**src/rtl/byte_core.sv**
```systemverilog
module byte_core_alu (
  input  logic [4:0] op,
  input  logic [7:0] p,
  input  logic [7:0] q,
  output logic [7:0] y,
  output logic       flag
);
  logic [15:0] dbl;
  assign dbl = {p, p};

  always_comb begin
    y = 8'h00;
    flag = 1'b0;
    case (op)
      5'd1:  y = p + q;
      5'd2:  y = p - q;
      5'd3:  y = p & q;
      5'd4:  y = p | q;
      5'd5:  y = p ^ q;
      5'd6:  y = ~p;
      5'd7:  y = 8'h00 - p;
      5'd8:  y = (q > 8'd7) ? 8'h00 : (p >> q[2:0]);
      5'd9:  y = (q > 8'd7) ? 8'h00 : (p << q[2:0]);
      5'd10: y = 8'(dbl >> q[2:0]);
      5'd11: y = 8'((dbl << q[2:0]) >> 8);
      5'd13: flag = p > q;
      5'd14: flag = p >= q;
      5'd15: flag = p == q;
      5'd16: flag = p != q;
      default: ;
    endcase
  end
endmodule

module byte_core (
  input  logic        clk,
  input  logic        rst_n,
  output logic [11:0] mem_addr,
  output logic        mem_rd,
  output logic        mem_we,
  output logic [7:0]  mem_wdata,
  input  logic [7:0]  mem_rdata,
  output logic        halt,
  output logic        err
);
  localparam logic [4:0] OP_NOP = 5'd0,  OP_JRI = 5'd12, OP_LDRI = 5'd17,
                         OP_STRI = 5'd18, OP_LD = 5'd19, OP_LDI = 5'd20,
                         OP_ST = 5'd21, OP_ADDI = 5'd22, OP_SUBI = 5'd23,
                         OP_PUSH = 5'd24, OP_POP = 5'd25, OP_LOOP = 5'd26,
                         OP_JA = 5'd27, OP_JCA = 5'd28, OP_JCR = 5'd29,
                         OP_CALL = 5'd30, OP_RET = 5'd31;

  typedef enum logic [3:0] {S_F0, S_F1, S_F2, S_EX, S_WB, S_R1, S_R2, S_C1, S_HALT} st_t;

  st_t         st, st_n;
  logic [11:0] pc, sp, npc, seq;
  logic [15:0] ir;
  logic [3:0]  tmp;
  logic        cond, commit, cond_we;
  logic [7:0]  rf [0:7];
  logic        rf_we, sp_we;
  logic [2:0]  rf_wa;
  logic [7:0]  rf_wd;
  logic [11:0] sp_wd;

  logic [4:0]  op;
  logic [2:0]  ra, rb, rc;
  logic [7:0]  imm, va, vb, vc, dec, alu_p, alu_q, alu_y;
  logic [10:0] a11;
  logic        alu_f, is_cmp;
  logic        unused_bits;

  assign op  = ir[15:11];
  assign ra  = ir[10:8];
  assign rb  = ir[7:5];
  assign rc  = ir[4:2];
  assign imm = ir[7:0];
  assign a11 = ir[10:0];
  assign unused_bits = ^ir[1:0];

  assign va = (ra == 3'd7) ? sp[7:0] : rf[ra];
  assign vb = (rb == 3'd7) ? sp[7:0] : rf[rb];
  assign vc = (rc == 3'd7) ? sp[7:0] : rf[rc];

  assign is_cmp = (op >= 5'd13) && (op <= 5'd16);
  assign alu_p  = is_cmp ? va : vb;
  assign alu_q  = is_cmp ? vb : vc;
  assign dec    = (va == 8'h00) ? 8'h00 : va - 8'h01;
  assign seq    = (pc >= 12'hFFE) ? pc : pc + 12'd2;

  byte_core_alu alu_i (.op(op), .p(alu_p), .q(alu_q), .y(alu_y), .flag(alu_f));

  always_comb begin
    st_n = st;
    commit = 1'b0;
    npc = seq;
    mem_addr = pc;
    mem_rd = 1'b0;
    mem_we = 1'b0;
    mem_wdata = 8'h00;
    rf_we = 1'b0;
    rf_wa = ra;
    rf_wd = alu_y;
    sp_we = 1'b0;
    sp_wd = sp;
    cond_we = 1'b0;
    case (st)
      S_F0: begin
        mem_rd = !pc[0];
        st_n = pc[0] ? S_F0 : S_F1;
      end
      S_F1: begin
        mem_addr = pc + 12'd1;
        mem_rd = 1'b1;
        st_n = S_F2;
      end
      S_F2: st_n = S_EX;
      S_EX: begin
        case (op)
          OP_NOP: commit = 1'b1;
          OP_JRI: begin commit = 1'b1; npc = {4'h0, va}; end
          OP_LDRI: begin mem_addr = {4'h0, vb}; mem_rd = 1'b1; st_n = S_WB; end
          OP_STRI: begin
            mem_addr = {4'h0, va}; mem_we = 1'b1; mem_wdata = vb; commit = 1'b1;
          end
          OP_LD: begin mem_addr = {4'h0, imm}; mem_rd = 1'b1; st_n = S_WB; end
          OP_LDI: begin rf_we = 1'b1; rf_wd = imm; commit = 1'b1; end
          OP_ST: begin
            mem_addr = {4'h0, imm}; mem_we = 1'b1; mem_wdata = va; commit = 1'b1;
          end
          OP_ADDI: begin rf_we = 1'b1; rf_wd = va + imm; commit = 1'b1; end
          OP_SUBI: begin rf_we = 1'b1; rf_wd = va - imm; commit = 1'b1; end
          OP_PUSH: begin
            sp_we = 1'b1; sp_wd = sp - 12'd1;
            mem_addr = sp - 12'd1; mem_we = 1'b1; mem_wdata = va; commit = 1'b1;
          end
          OP_POP: begin mem_addr = sp; mem_rd = 1'b1; st_n = S_WB; end
          OP_LOOP: begin
            rf_we = 1'b1; rf_wd = dec; commit = 1'b1;
            npc = (dec != 8'h00) ? {4'h0, imm} : seq;
          end
          OP_JA: begin commit = 1'b1; npc = {1'b0, a11}; end
          OP_JCA: begin commit = 1'b1; npc = cond ? {1'b0, a11} : seq; end
          OP_JCR: begin commit = 1'b1; npc = cond ? {4'h0, va} : seq; end
          OP_CALL: begin
            mem_addr = sp - 12'd2; mem_we = 1'b1; mem_wdata = {4'h0, pc[11:8]};
            st_n = S_C1;
          end
          OP_RET: begin mem_addr = sp; mem_rd = 1'b1; st_n = S_R1; end
          default: begin
            commit = 1'b1;
            if (is_cmp) cond_we = 1'b1;
            else rf_we = 1'b1;
          end
        endcase
      end
      S_WB: begin
        rf_we = 1'b1;
        rf_wd = mem_rdata;
        if (op == OP_POP) begin sp_we = 1'b1; sp_wd = sp + 12'd1; end
        commit = 1'b1;
      end
      S_R1: begin
        mem_addr = sp + 12'd1;
        mem_rd = 1'b1;
        st_n = S_R2;
      end
      S_R2: begin
        commit = 1'b1;
        npc = {tmp, mem_rdata} + 12'd2;
        sp_we = 1'b1;
        sp_wd = sp + 12'd2;
      end
      S_C1: begin
        mem_addr = sp - 12'd1;
        mem_we = 1'b1;
        mem_wdata = pc[7:0];
        sp_we = 1'b1;
        sp_wd = sp - 12'd2;
        commit = 1'b1;
        npc = {1'b0, a11};
      end
      default: ;
    endcase
  end

  always_ff @(posedge clk or negedge rst_n) begin
    if (!rst_n) begin
      for (int i = 0; i < 8; i++) rf[i] <= 8'h00;
    end else if (rf_we && rf_wa != 3'd0 && rf_wa != 3'd7) begin
      rf[rf_wa] <= rf_wd;
    end
  end

  always_ff @(posedge clk or negedge rst_n) begin
    if (!rst_n) begin
      st <= S_F0;
      pc <= 12'h000;
      sp <= 12'h000;
      ir <= 16'h0000;
      tmp <= 4'h0;
      cond <= 1'b0;
      halt <= 1'b0;
      err <= 1'b0;
    end else begin
      if (st == S_F0 && pc[0]) begin
        pc <= pc - 12'd1;
        err <= 1'b1;
      end
      if (st == S_F1) ir[15:8] <= mem_rdata;
      if (st == S_F2) ir[7:0] <= mem_rdata;
      if (st == S_R1) tmp <= mem_rdata[3:0];
      if (cond_we) cond <= alu_f;
      if (rf_we && rf_wa == 3'd0 && rf_wd != 8'h00) err <= 1'b1;
      if (rf_we && rf_wa == 3'd7) sp <= {4'h0, rf_wd};
      else if (sp_we) sp <= sp_wd;
      if (commit) begin
        pc <= npc;
        if (npc == pc) begin
          halt <= 1'b1;
          st <= S_HALT;
        end else begin
          st <= S_F0;
        end
      end else begin
        st <= st_n;
      end
    end
  end


  no_rdwr_chk: assert property (@(posedge clk) disable iff (!rst_n) !(mem_rd && mem_we));


  halt_hold_chk: assert property (@(posedge clk) disable iff (!rst_n)
    halt |=> (halt && $stable(pc)));


  halt_quiet_chk: assert property (@(posedge clk) disable iff (!rst_n)
    halt |-> (!mem_rd && !mem_we));


  odd_fix_chk: assert property (@(posedge clk) disable iff (!rst_n)
    (st == S_F0 && pc[0]) |=> (err && pc == $past(pc) - 12'd1));


  push_sp_chk: assert property (@(posedge clk) disable iff (!rst_n)
    (st == S_EX && op == OP_PUSH) |=> (sp == $past(sp) - 12'd1));
endmodule

```
**config.mk**
```make
export PLATFORM = sky130hd
export DESIGN_NAME = byte_core
export DESIGN_NICKNAME = d
export VERILOG_FILES = /design/src/rtl/byte_core.sv
export SDC_FILE = /design/constraint.sdc
export NUM_CORES = 1
export LEC_CHECK = 0
export ABC_AREA = 1
export BUFFER_PORTS_ARGS = -buffer_cell sky130_fd_sc_hd__clkbuf_2
export CAP_MARGIN = 20
export CORE_ASPECT_RATIO = 1.5
export CORE_MARGIN = 4
export CORE_UTILIZATION = 35
export DETAILED_ROUTE_END_ITERATION = 16
export PLACE_DENSITY = 0.59
export SLEW_MARGIN = 20
export SYNTH_ARGS = -nofsm -noshare
export SYNTH_HDL_FRONTEND = slang
export SYNTH_SLANG_ARGS = --single-unit
```
**constraint.sdc**
```tcl
create_clock -name clk -period 7 [get_ports clk]
set_input_delay 1.4 -clock clk [delete_from_list [all_inputs] [get_ports clk]]
set_output_delay 1.4 -clock clk [all_outputs]
set_load 0.05 [all_outputs]
```
* Yosys cells after proc, flatten, opt, wreduce, memory -nomap -nowiden
Index checks and enable logic that the tools add are counted.
** Storage, ports and cells
- Register bits after elaboration :: 115
- Input bits :: 10
- Output and inout port bits :: 24
- Word-level logic and storage cells :: 200
** Operators by class
- $add $sub $neg :: 14
- Order comparisons :: 10
- Equality and inequality tests :: 48
- Shift operators :: 4
- Mux-type cells :: 63
- Bitwise logic cells :: 7
- Reductions and logical operators :: 37
** Operators with widths (number)
- $mux 12 :: 10
- $mux 8 :: 15
- $pmux 12 s4 :: 2
- $pmux 8 s11 :: 1
- $eq 5x5->1 const B :: 16
- $bmux 8 s3 :: 3
- $pmux 12 s6 :: 1
- $bwmux 64 :: 1
- $pmux 12 s5 :: 1
- $eq 5x4->1 const B :: 8
- $add 12x2->12 const B :: 3
- $pmux 12 s3 :: 1
- $pmux 8 s2 :: 2
- $pmux 8 s4 :: 1
- $add 12x1->12 const B :: 2
- $demux 8 s3 :: 1
- $pmux 8 s3 :: 1
- $sub 12x1->12 const B :: 2
- $eq 5x3->1 const B :: 4
- $pmux 4 s5 :: 1
- $reduce_or 17->1 :: 1
- $add 8x8->8 :: 2
- $eq 4x3->1 const B :: 4
- $reduce_bool 8->1 :: 2
- other kinds (54) :: 98

* Logic depth before layout (Yosys ltp)
- Word-level depth :: 14
- Depth in mapped cells :: 31
- Mapped depth without buffers :: 29

* By module
A second synthesis with hierarchy kept.
** Unflattened totals
- Cells, all modules :: 2294
- Area total of the unflattened synthesis :: 13663.1 µm²
** Modules (own cells, without submodules)
- byte_core :: times used 1, cells each 1811, area each 11190.7 µm², seq. area each 2677.6 µm²
- byte_core_alu :: times used 1, cells each 483, area each 2472.4 µm², seq. area each 0.0 µm²

* Worst setup path after synthesis
No wires, ideal clock.
- Path kind :: reg-to-output
- Start :: reg ir[11]
- End :: out mem_addr[7]
- Data arrival time :: 3.162 ns
- Required time :: 5.600 ns
- Slack :: 2.438 ns
- Stages on the path, launching flop included :: 13
- Buffers on the path :: 1
- Cells stage by stage :: dfrtp_1 > buf_6 > nand2_1 > nor2_1 > inv_1 > nor2_1 > nor2_1 > inv_1 > nor4_1 > inv_1 > o21ai_0 > inv_1 > o21ai_0
** Between the ends
- Word-level cells in the longest chain between the ends :: 4
- Elaborated cells on any way between the ends :: 12
- Those cells by class :: 8 x eq/ne; 2 x mux; 2 x reduce/logical
** RTL lines
- start, declared :: line 57 : logic [15:0] ir;
- start signal, assigned :: line 210 : if (st == S_F1) ir[15:8] <= mem_rdata;
- $eq 5x5->1 :: line 119 : case (op)
- $reduce_or 2->1 (no source line)
- $pmux 12 s6 (*) :: line 119
- $pmux 12 s4 (*) :: line 107 : case (st)
- end, declared :: line 38 : output logic [11:0] mem_addr,
Mark *: on every way between the ends. The rest lies on a longest branch, timed or not.

* Final worst setup path
- Start :: reg ir[15]
- End :: out mem_addr[4]
The elaborated chain is that of the path after synthesis.

==> impl_metrics.csv <==
group,metric,value,unit
pwr,pwr-share-seq,0.523,
synthesis,synthFlopType,"dfrtp_1",
routing,drcViolationCount,0,
synthesis,ys_ff_latch,112,
synthesis,synth_edf_count,0,
die,core_area,38500,um^2
routing,first_pass_iters,6,
worst_hold_path,hold_path.class,"flip-flop to flip-flop",
run_status,outcome,"finished, final reports clean",
sta,final_hold_viol_count,0,
setup_path,crit_arrival,4.34,ns
sta,worst_pin_slew,0.971,ns
sta,slew_headroom,0.353,
pwr,swShare,0.268,
place,dpl_worst_slack,1.79,ns
setup_path,start_kind,"flip-flop",
place,portBuffers,33,
cells_and_area,synthToLayoutAreaGrowth,5.59,%
pwr,p_per_area,85.7,nW/um^2
synthesis,yosys_warnings,0,
pwr,combPwrFrac,0.023,
clocking,htreeDepth,3,
synthesis,ys_top_cells_by_area,"dfrtp_1 21%, nand2_1 16%, o21ai_0 8.5%, nand3_1 7.9%, inv_1 6.7%",
sta,worst_slack,1.26,ns
clocking,clock_latency,0.40,ns
setup_path,cp-end-kind,"output pin",
clocking,clock_path_buffers,2,
place,gp_congestion,1.03,
cells_and_area,nets,2286,
die,die_w,169,um
global_routing,grt_pass1_wl,97.1,mm
routing,wl_per_cell,23.8,um
setup_path,crit_type,"flip-flop to output pin",
setup_path,crit_required,5.60,ns
synthesis,async_flop_share,1.00,
pwr,vdd_drop_max,0.000113,V
synthesis,synthCells,2268,
clocking,cts_tree,"yes",
sta,finClkSkew,0.0106,ns
clocking,clk_pin_slew,0.09,ns
pwr,cellLeakagePower,6.77,nW
sta,max_freq,174,MHz
global_routing,antenna_found_initial,0,
pwr,pwr-share-clk,0.454,
global_routing,grt_pass1_vias,15628,
flow_run,cap_violations,0,
pwr,internal_power,0.905,mW
clocking,ctsResizeCount,0,
clocking,hold_buffers,0,
routing,vias_per_cell,5.98,
setup_path,crit_path_max_fanout,11,
routing,drt_iter0_drc,1994,
synthesis,yosysMostFrequentCell,"nand2_1",
clocking,post_cts_buffers,0,
cells_and_area,drive_above_1_share,0.0773,
sta,finalCritPeriodShare,0.820,
synthesis,syn_area,13700,um^2
die,io_pins,34,
synthesis,syn_avg_cell_area,6.02,um^2
synthesis,yosys-top-cells-count,"571 x nand2_1, 244 x inv_1, 231 x o21ai_0",
clocking,cts-root-buf,"clkbuf_16",
place,detailed_place_hpwl,50.7,mm
pwr,switchingPower,0.332,mW
global_routing,track_usage,0.299,
synthesis,ys_types,66,
sta,drv_slew,0,
sta,period_needed,5.74,ns
routing,routed_wirelength,65.1,mm
global_routing,grt_overflow,0,
synthesis,yosysTopAreaCell,"dfrtp_1",
routing,ant_nets,0,
global_routing,grt_max_degree,69,
sta,setup_viol,0,
die,row_count,88,
clocking,clock-sinks,112,
die,initial_utilization,0.355,
cells_and_area,antennaDiodeCount,0,
synthesis,synth_top_area_frac,0.205,
synthesis,syn_nets,2322,
synthesis,synth_seq_area_share,0.205,
clocking,cts_made_buffers,9,
sta,setup-tns-final,0,ns
routing,num_vias,16337,
die,die_area,42300,um^2
sta,rsz0062_at_grt,"no",
die,die-height,250,um
==> layout make-up <==
| cell class | count | area [um^2] |
|---|---|---|
| flip-flops and latches | 112 | 2800 |
| fillers | 4319 | 24100 |
| multi-input cells | 1774 | 9310 |
| repair buffers | 58 | 355 |
| well taps | 495 | 619 |
| clock inverters | 6 | 70.1 |
| inverters | 277 | 1050 |
| clock buffers | 10 | 229 |
==> critical path, stage by stage, from the launching register on <==
cell	delay, ns
dfrtp_1	0.54
clkinv_1	0.26
nor2_1	0.08
inv_1	0.13
nor2_1	0.10
nor2_1	0.52
inv_1	0.16
nor4_1	0.63
inv_1	0.33
o21ai_0	0.29
inv_1	0.21
o221ai_1	0.33
clkbuf_2	0.34
==> flip-flops by register name, summed over array words and instances, names as in the netlist <==
register	flops
rf	61
st	4
cond	1
err	1
ir	16
sp	12
tmp	4
halt	1
pc	12
==> layout by cell type (no fill, tap or decap), types with 22 or more instances in the layout <==
cell type / n
dfrtp_1: 112
o221ai_1: 26
xor2_1: 47
nand2_1: 571
clkbuf_2: 32
nand2_2: 22
nand4_1: 25
inv_1: 244
o211ai_1: 24
nand3_1: 216
a21oi_1: 114
ha_1: 43
nor3_1: 28
o21ai_0: 231
buf_4: 26
nor2_1: 210
o22ai_1: 38
==> cells by family after synthesis <==
family                     Yosys count  synth area share
DFF                                112             0.205
AOI/OAI and AO/OA                  557             0.248
xor gates and xnor gates            49            0.0314
adders and majority gates           44            0.0408
buffers and inverters              382             0.114
and+or+nand+nor                   1124             0.361
==> final timing paths <==
kind	startpoint	end	slack, ns	cells past startpoint
worst max-delay path	ir[15]$_DFFE_PN0P_	mem_addr[4]	1.26	12
worst min-delay path	rf[5]$_DFFE_PN0P_	rf[5]$_DFFE_PN0P_	0.39	0
worst max register to register	ir[6]$_DFFE_PN0P_	err$_DFFE_PN0P_	1.65	23
worst min register to register	rf[5]$_DFFE_PN0P_	rf[5]$_DFFE_PN0P_	0.39	0
max in group asynchronous	rst_n	pc[10]$_DFFE_PN0P_	4.58	2
min in group asynchronous	rst_n	rf[61]$_DFFE_PN0P_	1.00	1
==> layer usage <==
metal,global-route usage,vias up,share of wire,routed length (um)
met5,0,-,0,0
met4,0.209,0,0.085,5540
met3,0.0339,262,0.062,4040
met2,0.494,863,0.47,30500
met1,0.360,7634,0.38,25000
li1,-,7578,-,-
==> per-stage QoR <==
step	power (mW)	hold slack, ns	instances	area (um^2)	util
detailed placement	0.688	0.368	2716	14100	0.367
global route	1.27	0.397	2732	14400	0.374
global placement	0.688	0.368	2716	14100	0.367
finish	1.24	0.386	2732	14400	0.374
CTS	1.25	0.386	2732	14400	0.374
floorplan	0.663	0.429	2268	13700	-
==> power by group through the flow <==
stage                     combinational, mW  sequential, mW  clock [mW]
after floorplan                     0.00405           0.659           0
after global placement               0.0288           0.659           0
after detailed placement             0.0288           0.659           0
after CTS                            0.0290           0.646       0.575
after global routing                 0.0317           0.646       0.594
final                                0.0286           0.646       0.562
Note: power is estimated with default switching activity, not from simulation.
